==> src/rtl/fuzzy_rule_eval.sv <==
module fuzzy_rule_eval #(
  parameter int NA = 5,
  parameter int NB = 4,
  parameter int DW = 8,
  parameter int CONF_INIT = 128
) (
  input  logic                  clk,
  input  logic                  rst_n,
  input  logic                  start,
  input  logic                  adapt_en,
  input  logic                  skip_en,
  input  logic                  or_mode,
  input  logic [DW-1:0]         rate_r,
  input  logic [DW-1:0]         rate_d,
  input  logic [NA*DW-1:0]      mu_a,
  input  logic [NB*DW-1:0]      mu_b,
  output logic                  busy,
  output logic                  done,
  output logic [NA*NB*DW-1:0]   wstr,
  output logic [NA*NB*DW-1:0]   conf
);
  localparam int NR = NA * NB;
  localparam int AW = $clog2(NA + 1);
  localparam int BW = $clog2(NB + 1);
  localparam int RW = $clog2(NR);
  localparam logic [DW-1:0] MX = {DW{1'b1}};

  logic [DW-1:0] a_q [NA];
  logic [DW-1:0] b_q [NB];
  logic [DW-1:0] wf [NR];
  logic [DW-1:0] cf [NR];
  logic [AW-1:0] la_q [NA];
  logic [BW-1:0] lb_q [NB];
  logic [AW-1:0] la_c [NA];
  logic [BW-1:0] lb_c [NB];
  logic [AW-1:0] na_q, na_c, ia, sa, lim_a;
  logic [BW-1:0] nb_q, nb_c, ib, sb, lim_b;
  logic [DW-1:0] ra_q, rd_q, f_q, inc_q, dec_q, nv_q;
  logic signed [DW+1:0] s_q;
  logic adapt_q, skip_q, or_q;
  logic [2:0] ph, ph_last;

  always_comb begin
    na_c = '0;
    for (int i = 0; i < NA; i++) la_c[i] = '0;
    for (int i = 0; i < NA; i++)
      if (mu_a[i*DW +: DW] != '0) begin
        la_c[na_c] = AW'(i);
        na_c = na_c + 1'b1;
      end
  end

  always_comb begin
    nb_c = '0;
    for (int j = 0; j < NB; j++) lb_c[j] = '0;
    for (int j = 0; j < NB; j++)
      if (mu_b[j*DW +: DW] != '0) begin
        lb_c[nb_c] = BW'(j);
        nb_c = nb_c + 1'b1;
      end
  end

  assign sa    = skip_q ? la_q[ia] : ia;
  assign sb    = skip_q ? lb_q[ib] : ib;
  assign lim_a = skip_q ? na_q : AW'(NA);
  assign lim_b = skip_q ? nb_q : BW'(NB);

  logic [RW-1:0] ri;
  assign ri = RW'(sa * NB + sb);

  logic [DW-1:0] cur_v, op_a, op_b, mn, fval, newv;
  assign cur_v = skip_q ? cf[ri] : cf[0];
  assign op_a  = or_q ? ~a_q[sa] : a_q[sa];
  assign op_b  = or_q ? ~b_q[sb] : b_q[sb];
  assign mn    = (op_a < op_b) ? op_a : op_b;
  assign fval  = or_q ? ~mn : mn;
  assign newv  = adapt_q ? nv_q : cur_v;
  assign ph_last = adapt_q ? 3'd6 : 3'd1;

  logic [2*DW-1:0] p_w, p_inc, p_dec;
  assign p_w   = f_q * cur_v;
  assign p_inc = ra_q * f_q;
  assign p_dec = rd_q * cur_v;

  logic end_b, end_a;
  assign end_b = (ib + 1'b1) == lim_b;
  assign end_a = (ia + 1'b1) == lim_a;

  always_ff @(posedge clk or negedge rst_n) begin
    if (!rst_n) begin
      busy <= 1'b0;
      done <= 1'b0;
      for (int k = 0; k < NR; k++) begin
        wf[k] <= '0;
        cf[k] <= DW'(CONF_INIT);
      end
      for (int i = 0; i < NA; i++) begin
        a_q[i]  <= '0;
        la_q[i] <= '0;
      end
      for (int j = 0; j < NB; j++) begin
        b_q[j]  <= '0;
        lb_q[j] <= '0;
      end
      na_q <= '0; nb_q <= '0; ia <= '0; ib <= '0; ph <= '0;
      ra_q <= '0; rd_q <= '0; f_q <= '0; inc_q <= '0; dec_q <= '0;
      nv_q <= '0; s_q <= '0;
      adapt_q <= 1'b0; skip_q <= 1'b0; or_q <= 1'b0;
    end else begin
      done <= 1'b0;
      if (!busy) begin
        if (start) begin
          for (int i = 0; i < NA; i++) begin
            a_q[i]  <= mu_a[i*DW +: DW];
            la_q[i] <= la_c[i];
          end
          for (int j = 0; j < NB; j++) begin
            b_q[j]  <= mu_b[j*DW +: DW];
            lb_q[j] <= lb_c[j];
          end
          na_q <= na_c; nb_q <= nb_c;
          ra_q <= rate_r; rd_q <= rate_d;
          adapt_q <= adapt_en; skip_q <= skip_en; or_q <= or_mode;
          ia <= '0; ib <= '0; ph <= '0;
          if (skip_en)
            for (int k = 0; k < NR; k++) wf[k] <= '0;
          if (skip_en && (na_c == '0 || nb_c == '0)) done <= 1'b1;
          else busy <= 1'b1;
        end
      end else begin
        ph <= ph + 3'd1;
        case (ph)
          3'd0: f_q <= fval;
          3'd1: begin
            if (skip_q) wf[ri] <= p_w[2*DW-1:DW];
            else begin
              for (int k = 0; k < NR - 1; k++) wf[k] <= wf[k+1];
              wf[NR-1] <= p_w[2*DW-1:DW];
            end
          end
          3'd2: inc_q <= p_inc[2*DW-1:DW];
          3'd3: dec_q <= p_dec[2*DW-1:DW];
          3'd4: s_q <= $signed({2'b00, cur_v}) + $signed({2'b00, inc_q})
                     - $signed({2'b00, dec_q});
          3'd5: nv_q <= s_q[DW+1] ? '0 : (s_q[DW] ? MX : s_q[DW-1:0]);
          default: ;
        endcase
        if (ph == ph_last) begin
          ph <= '0;
          if (skip_q) cf[ri] <= newv;
          else begin
            for (int k = 0; k < NR - 1; k++) cf[k] <= cf[k+1];
            cf[NR-1] <= newv;
          end
          if (end_b) begin
            ib <= '0;
            if (end_a) begin
              busy <= 1'b0;
              done <= 1'b1;
            end else ia <= ia + 1'b1;
          end else ib <= ib + 1'b1;
        end
      end
    end
  end

  for (genvar k = 0; k < NR; k++) begin : g_out
    assign wstr[k*DW +: DW] = wf[k];
    assign conf[k*DW +: DW] = cf[k];
  end
endmodule


==> config.mk <==
export PLATFORM = sky130hd
export DESIGN_NAME = fuzzy_rule_eval
export DESIGN_NICKNAME = d
export VERILOG_FILES = /design/src/rtl/fuzzy_rule_eval.sv
export SDC_FILE = /design/constraint.sdc
export NUM_CORES = 2
export LEC_CHECK = 0
export CAP_MARGIN = 5
export CORE_AREA = 2 2 324 326
export CTS_CLUSTER_SIZE = 24
export DETAILED_ROUTE_END_ITERATION = 16
export DIE_AREA = 0 0 326 328
export DONT_BUFFER_PORTS = 1
export PLACE_DENSITY = 0.49
export RECOVER_POWER = 100
export SYNTH_ARGS = -nofsm -noshare
export SYNTH_HDL_FRONTEND = slang
export SYNTH_SLANG_ARGS = --single-unit
export TNS_END_PERCENT = 20
==> constraint.sdc <==
create_clock -name clk -period 7.22 [get_ports clk]
set_input_delay 1.805 -clock clk [delete_from_list [all_inputs] [get_ports clk]]
set_output_delay 1.805 -clock clk [all_outputs]
set_load 0.05 [all_outputs]
==> impl_metrics.xml <==
<?xml version="1.0" encoding="UTF-8"?>
<metrics>
  <group name="run_status">
    <metric name="outcome" unit="">complete, but fails checks</metric>
    <metric name="violations" unit="">max-capacitance violations, max-slew violations</metric>
  </group>
  <group name="floorplan">
    <metric name="core_area" unit="µm²">103200</metric>
    <metric name="floorplan.die_area" unit="µm²">106900</metric>
    <metric name="floorplan.io_pins" unit="">416</metric>
    <metric name="die-width" unit="µm">326</metric>
    <metric name="initial_utilization" unit="%">29.78</metric>
    <metric name="dieHeight" unit="µm">328</metric>
    <metric name="std_cell_rows" unit="">118</metric>
  </group>
  <group name="clock_network">
    <metric name="clock_latency" unit="ps">660</metric>
    <metric name="cts-root-to-sink-buffers" unit="">3</metric>
    <metric name="number_of_clock_buffers_inserted_by_tritoncts" unit="">59</metric>
    <metric name="ctsRootBufferMaster" unit="">sky130_fd_sc_hd__clkbuf_16</metric>
    <metric name="cts.sinks" unit="">492</metric>
    <metric name="cts-hold-fix-buffers" unit="">0</metric>
    <metric name="tritoncts" unit="">built</metric>
    <metric name="cts_max_level" unit="">2</metric>
    <metric name="cts_clock_pin_slew_for_the_worst_setup_and_hold_paths" unit="ps">60</metric>
  </group>
  <group name="final_layout">
    <metric name="layout_area_growth_over_synthesis" unit="%">12.69</metric>
    <metric name="area_of_all_placed_cells_without_fillers" unit="µm²">34640</metric>
    <metric name="final_nets" unit="">3664</metric>
    <metric name="drive_gt1_share" unit="%">9.631</metric>
    <metric name="diodes" unit="">0</metric>
    <metric name="layoutNonFillerInstCount" unit="">4744</metric>
  </group>
  <group name="placed_design">
    <metric name="io_buffers" unit="">0</metric>
    <metric name="place_hpwl" unit="µm">78770</metric>
    <metric name="place.detailed.instances" unit="">4625</metric>
    <metric name="gpl.final_weighted_congestion" unit="">0.8387</metric>
    <metric name="dpl-instance-area" unit="µm²">32470</metric>
  </group>
  <group name="worst_setup_path">
    <metric name="largest_delay_contributor_family_on_the_critical_path" unit="">adder cells</metric>
    <metric name="timing.critical_path.depth" unit="">29</metric>
    <metric name="timing.critical_path.slowest_cell_delay" unit="ps">500</metric>
    <metric name="crit_type" unit="">register to register</metric>
    <metric name="crit_arrival" unit="ps">7760</metric>
    <metric name="wp_data_required" unit="ps">7760</metric>
    <metric name="crit_path_end" unit="">wstr[20]</metric>
    <metric name="critPathLaunch" unit="">ia[0]</metric>
    <metric name="r2r_setup_slack" unit="ps">2</metric>
    <metric name="regToRegStartpoint" unit="">ia[0]</metric>
    <metric name="r2r_end" unit="">wstr[20]</metric>
    <metric name="r2r.worst_path.cells" unit="">29</metric>
    <metric name="path_max_fanout" unit="">8</metric>
    <metric name="cp_common_cell" unit="">sky130_fd_sc_hd__fa_1</metric>
    <metric name="crit_path_top_delay_cell" unit="">sky130_fd_sc_hd__mux4_2</metric>
    <metric name="cp.buffers_inverters" unit="">5</metric>
    <metric name="worstSetupEndpointType" unit="">register</metric>
    <metric name="worstSetupStartpointType" unit="">register</metric>
  </group>
  <group name="synth">
    <metric name="mappedNetlistArea" unit="µm²">30730</metric>
    <metric name="synth_edf_count" unit="">0</metric>
    <metric name="share_of_async_settable_or_async_resettable_flops_after_synthesis" unit="%">100.0</metric>
    <metric name="number_of_instances_in_the_synthesized_netlist" unit="">3370</metric>
    <metric name="post_synth_num_cell_types" unit="">81</metric>
    <metric name="postSynthRegisterBits" unit="">492</metric>
    <metric name="yosysSeqAreaShare" unit="%">40.14</metric>
    <metric name="dominantRegCellSynth" unit="">sky130_fd_sc_hd__dfrtp_1</metric>
    <metric name="yosysWarnings" unit="">0</metric>
    <metric name="syn-num-nets" unit="">3720</metric>
    <metric name="syn_area_per_cell" unit="µm²">9.120</metric>
  </group>
  <group name="timing">
    <metric name="finalClockSkew" unit="ps">20.85</metric>
    <metric name="final_max_slew_viol_count" unit="">570</metric>
    <metric name="report.final.setup_viol" unit="">0</metric>
    <metric name="hold_viol" unit="">0</metric>
    <metric name="final.min_clock_period" unit="ps">7218</metric>
    <metric name="timing.final.crit_share" unit="%">99.97</metric>
    <metric name="rsz0062_at_grt" unit="">true</metric>
    <metric name="maxSlewHeadroom" unit="%">-145.5</metric>
    <metric name="final.setup.tns" unit="ps">0</metric>
    <metric name="timing_worst_slew_pin_value" unit="ps">3683</metric>
    <metric name="maxClockFrequency" unit="MHz">138.5</metric>
    <metric name="whs" unit="ps">468.8</metric>
  </group>
  <group name="routing">
    <metric name="vias_per_cell" unit="">5.295</metric>
    <metric name="number_of_drc_markers_after_the_initial_detailed_route_iteration" unit="">2249</metric>
    <metric name="drt_wl_total" unit="µm">109500</metric>
    <metric name="dr_total_vias" unit="">25121</metric>
    <metric name="postRouteAntennaNets" unit="">0</metric>
    <metric name="wl_per_cell" unit="µm">23.09</metric>
    <metric name="drt_pass1_iterations" unit="">6</metric>
    <metric name="post-route-drc-count" unit="">0</metric>
  </group>
  <group name="grt">
    <metric name="globalRouteTotalUtil" unit="%">19.97</metric>
    <metric name="number_of_antenna_violations_at_the_first_check_in_global_routing" unit="">4</metric>
    <metric name="gr-total-overflow" unit="">0</metric>
    <metric name="grt_start_max_net_pins" unit="">493</metric>
    <metric name="number_of_global_route_vias_before_repair" unit="">24247</metric>
    <metric name="first_pass_grt_wire_length" unit="µm">165400</metric>
  </group>
  <group name="hold_path">
    <metric name="hold_class" unit="">register to register</metric>
  </group>
  <group name="flow_run">
    <metric name="maxCapViolations" unit="">4</metric>
  </group>
</metrics>
==> worst reg2reg max path: cells and delay by family (launching register included) <==
kind	cells	cell delay, ps
fa+ha+maj	7	2480
simple gates	8	1680
compound gates	8	1430
buf+inv	5	650
mux	1	500
flops	1	360
==> kinds of logic (layout without fill, tap and decap cells) <==
kind of cell	after synthesis	count (layout)	share of synthesized area, %
compound gates	1018	1018	20.47
buf+inv	409	403	5.443
xor+xnor	54	54	1.539
fa+ha+maj	256	256	13.23
mux	104	104	4.555
simple gates	1037	1037	14.62
flops	492	492	40.14
==> worst min path at each step <==
stage             start        to  slack [ps]  cells after the start
2_1_floorplan   lb_q[1]   lb_q[1]         440                      2
6_report        a_q[16]   a_q[16]         470                      2
3_3_place_gp   la_q[14]  la_q[14]         450                      2
3_5_place_dp    a_q[29]   a_q[29]         460                      2
4_1_cts         a_q[29]   a_q[29]         480                      2
5_1_grt         a_q[16]   a_q[16]         490                      2
==> metrics by stage <==
| stage | worst slack [ps] | utilization [%] |
|---|---|---|
| 3_3_place_gp | 40.50 | 31.47 |
| 6_report | 1.898 | 33.56 |
| 3_5_place_dp | -15.66 | 31.47 |
| 4_1_cts | 16.94 | 33.40 |
| 2_1_floorplan | -10.05 | - |
| 5_1_grt | -271.6 | 33.56 |
==> per-layer routing <==
metal | global-route usage, % | routed length [µm] | up-vias
li1 | - | - | 11635
met1 | 27.05 | 47850 | 12460
met2 | 31.99 | 51010 | 874
met3 | 4.607 | 7958 | 144
met4 | 5.380 | 2669 | 8
met5 | 0 | 57 | -
==> synthesized netlist by cell type (6+ instances only) <==
| library cell | number | area share, % |
|---|---|---|
| sky130_fd_sc_hd__and2_1 | 72 | 1.5 |
| sky130_fd_sc_hd__o21ai_2 | 21 | 0.60 |
| sky130_fd_sc_hd__buf_2 | 22 | 0.36 |
| sky130_fd_sc_hd__ha_1 | 141 | 5.7 |
| sky130_fd_sc_hd__dfstp_2 | 20 | 1.7 |
| sky130_fd_sc_hd__nand2b_1 | 7 | 0.14 |
| sky130_fd_sc_hd__inv_1 | 185 | 2.3 |
| sky130_fd_sc_hd__clkbuf_1 | 168 | 2.1 |
| sky130_fd_sc_hd__a21oi_1 | 217 | 3.5 |
| sky130_fd_sc_hd__a21o_1 | 11 | 0.27 |
| sky130_fd_sc_hd__nor2_1 | 186 | 2.3 |
| sky130_fd_sc_hd__o21a_1 | 6 | 0.15 |
| sky130_fd_sc_hd__mux4_2 | 26 | 1.9 |
| sky130_fd_sc_hd__o21ai_0 | 337 | 5.5 |
| sky130_fd_sc_hd__a31oi_1 | 12 | 0.24 |
| sky130_fd_sc_hd__nor4_1 | 20 | 0.41 |
| sky130_fd_sc_hd__mux2i_1 | 56 | 1.8 |
| sky130_fd_sc_hd__xnor2_1 | 33 | 0.94 |
| sky130_fd_sc_hd__mux2_2 | 19 | 0.70 |
| sky130_fd_sc_hd__o21bai_1 | 6 | 0.15 |
| sky130_fd_sc_hd__buf_1 | 7 | 0.086 |
| sky130_fd_sc_hd__fa_1 | 115 | 7.5 |
| sky130_fd_sc_hd__buf_4 | 19 | 0.46 |
| sky130_fd_sc_hd__dfrtp_1 | 472 | 38 |
| sky130_fd_sc_hd__nand2_1 | 599 | 7.3 |
| sky130_fd_sc_hd__nor3_1 | 16 | 0.26 |
| sky130_fd_sc_hd__nor2b_1 | 54 | 1.1 |
| sky130_fd_sc_hd__a22oi_1 | 278 | 6.8 |
| sky130_fd_sc_hd__xor2_1 | 21 | 0.60 |
| sky130_fd_sc_hd__nand3_1 | 49 | 0.80 |
| sky130_fd_sc_hd__o21ai_1 | 28 | 0.46 |
| sky130_fd_sc_hd__o31ai_1 | 15 | 0.37 |
| sky130_fd_sc_hd__o22ai_1 | 38 | 0.77 |
==> registers in the layout, indices dropped and copies added, names as in the netlist <==
name     count
inc_q        8
busy         1
rd_q         8
f_q          8
s_q         10
or_q         1
ph           3
conf       160
la_q        14
ib           3
done         1
dec_q        8
skip_q       1
wstr       160
lb_q         8
nb_q         3
ia           3
b_q         32
na_q         3
adapt_q      1
nv_q         8
ra_q         8
a_q         40
==> final cells by class <==
cell class / count / area, µm²
clock buffers: 84 / 1710
clock inverters: 27 / 267.8
fillers: 10679 / 68570
inverters: 187 / 703.2
multi-input cells: 2469 / 16950
flip-flops and latches: 492 / 12340
well taps: 1380 / 1727
repair buffers: 105 / 939.7
==> cells in the final DEF (no fill, tap or decap), types with 62 or more instances in the layout <==
| cell type | count |
|---|---|
| sky130_fd_sc_hd__a21oi_1 | 215 |
| sky130_fd_sc_hd__a22oi_1 | 278 |
| sky130_fd_sc_hd__nor2_1 | 183 |
| sky130_fd_sc_hd__o21ai_0 | 295 |
| sky130_fd_sc_hd__ha_1 | 139 |
| sky130_fd_sc_hd__clkbuf_16 | 62 |
| sky130_fd_sc_hd__inv_1 | 184 |
| sky130_fd_sc_hd__dfrtp_1 | 471 |
| sky130_fd_sc_hd__and2_1 | 69 |
| sky130_fd_sc_hd__fa_1 | 114 |
| sky130_fd_sc_hd__buf_4 | 78 |
| sky130_fd_sc_hd__nand2_1 | 594 |
==> timing repair <==
item | in CTS | in global routing
pin swaps | 1 | 18
setup buffers | 1 | 4
resized for setup | 3 | 64
gates cloned | 0 | 3
setup endpoints to repair | 10 | 126
Power is not shown: default switching activity piles up to over one toggle a cycle in this logic, so the estimate is an artifact.
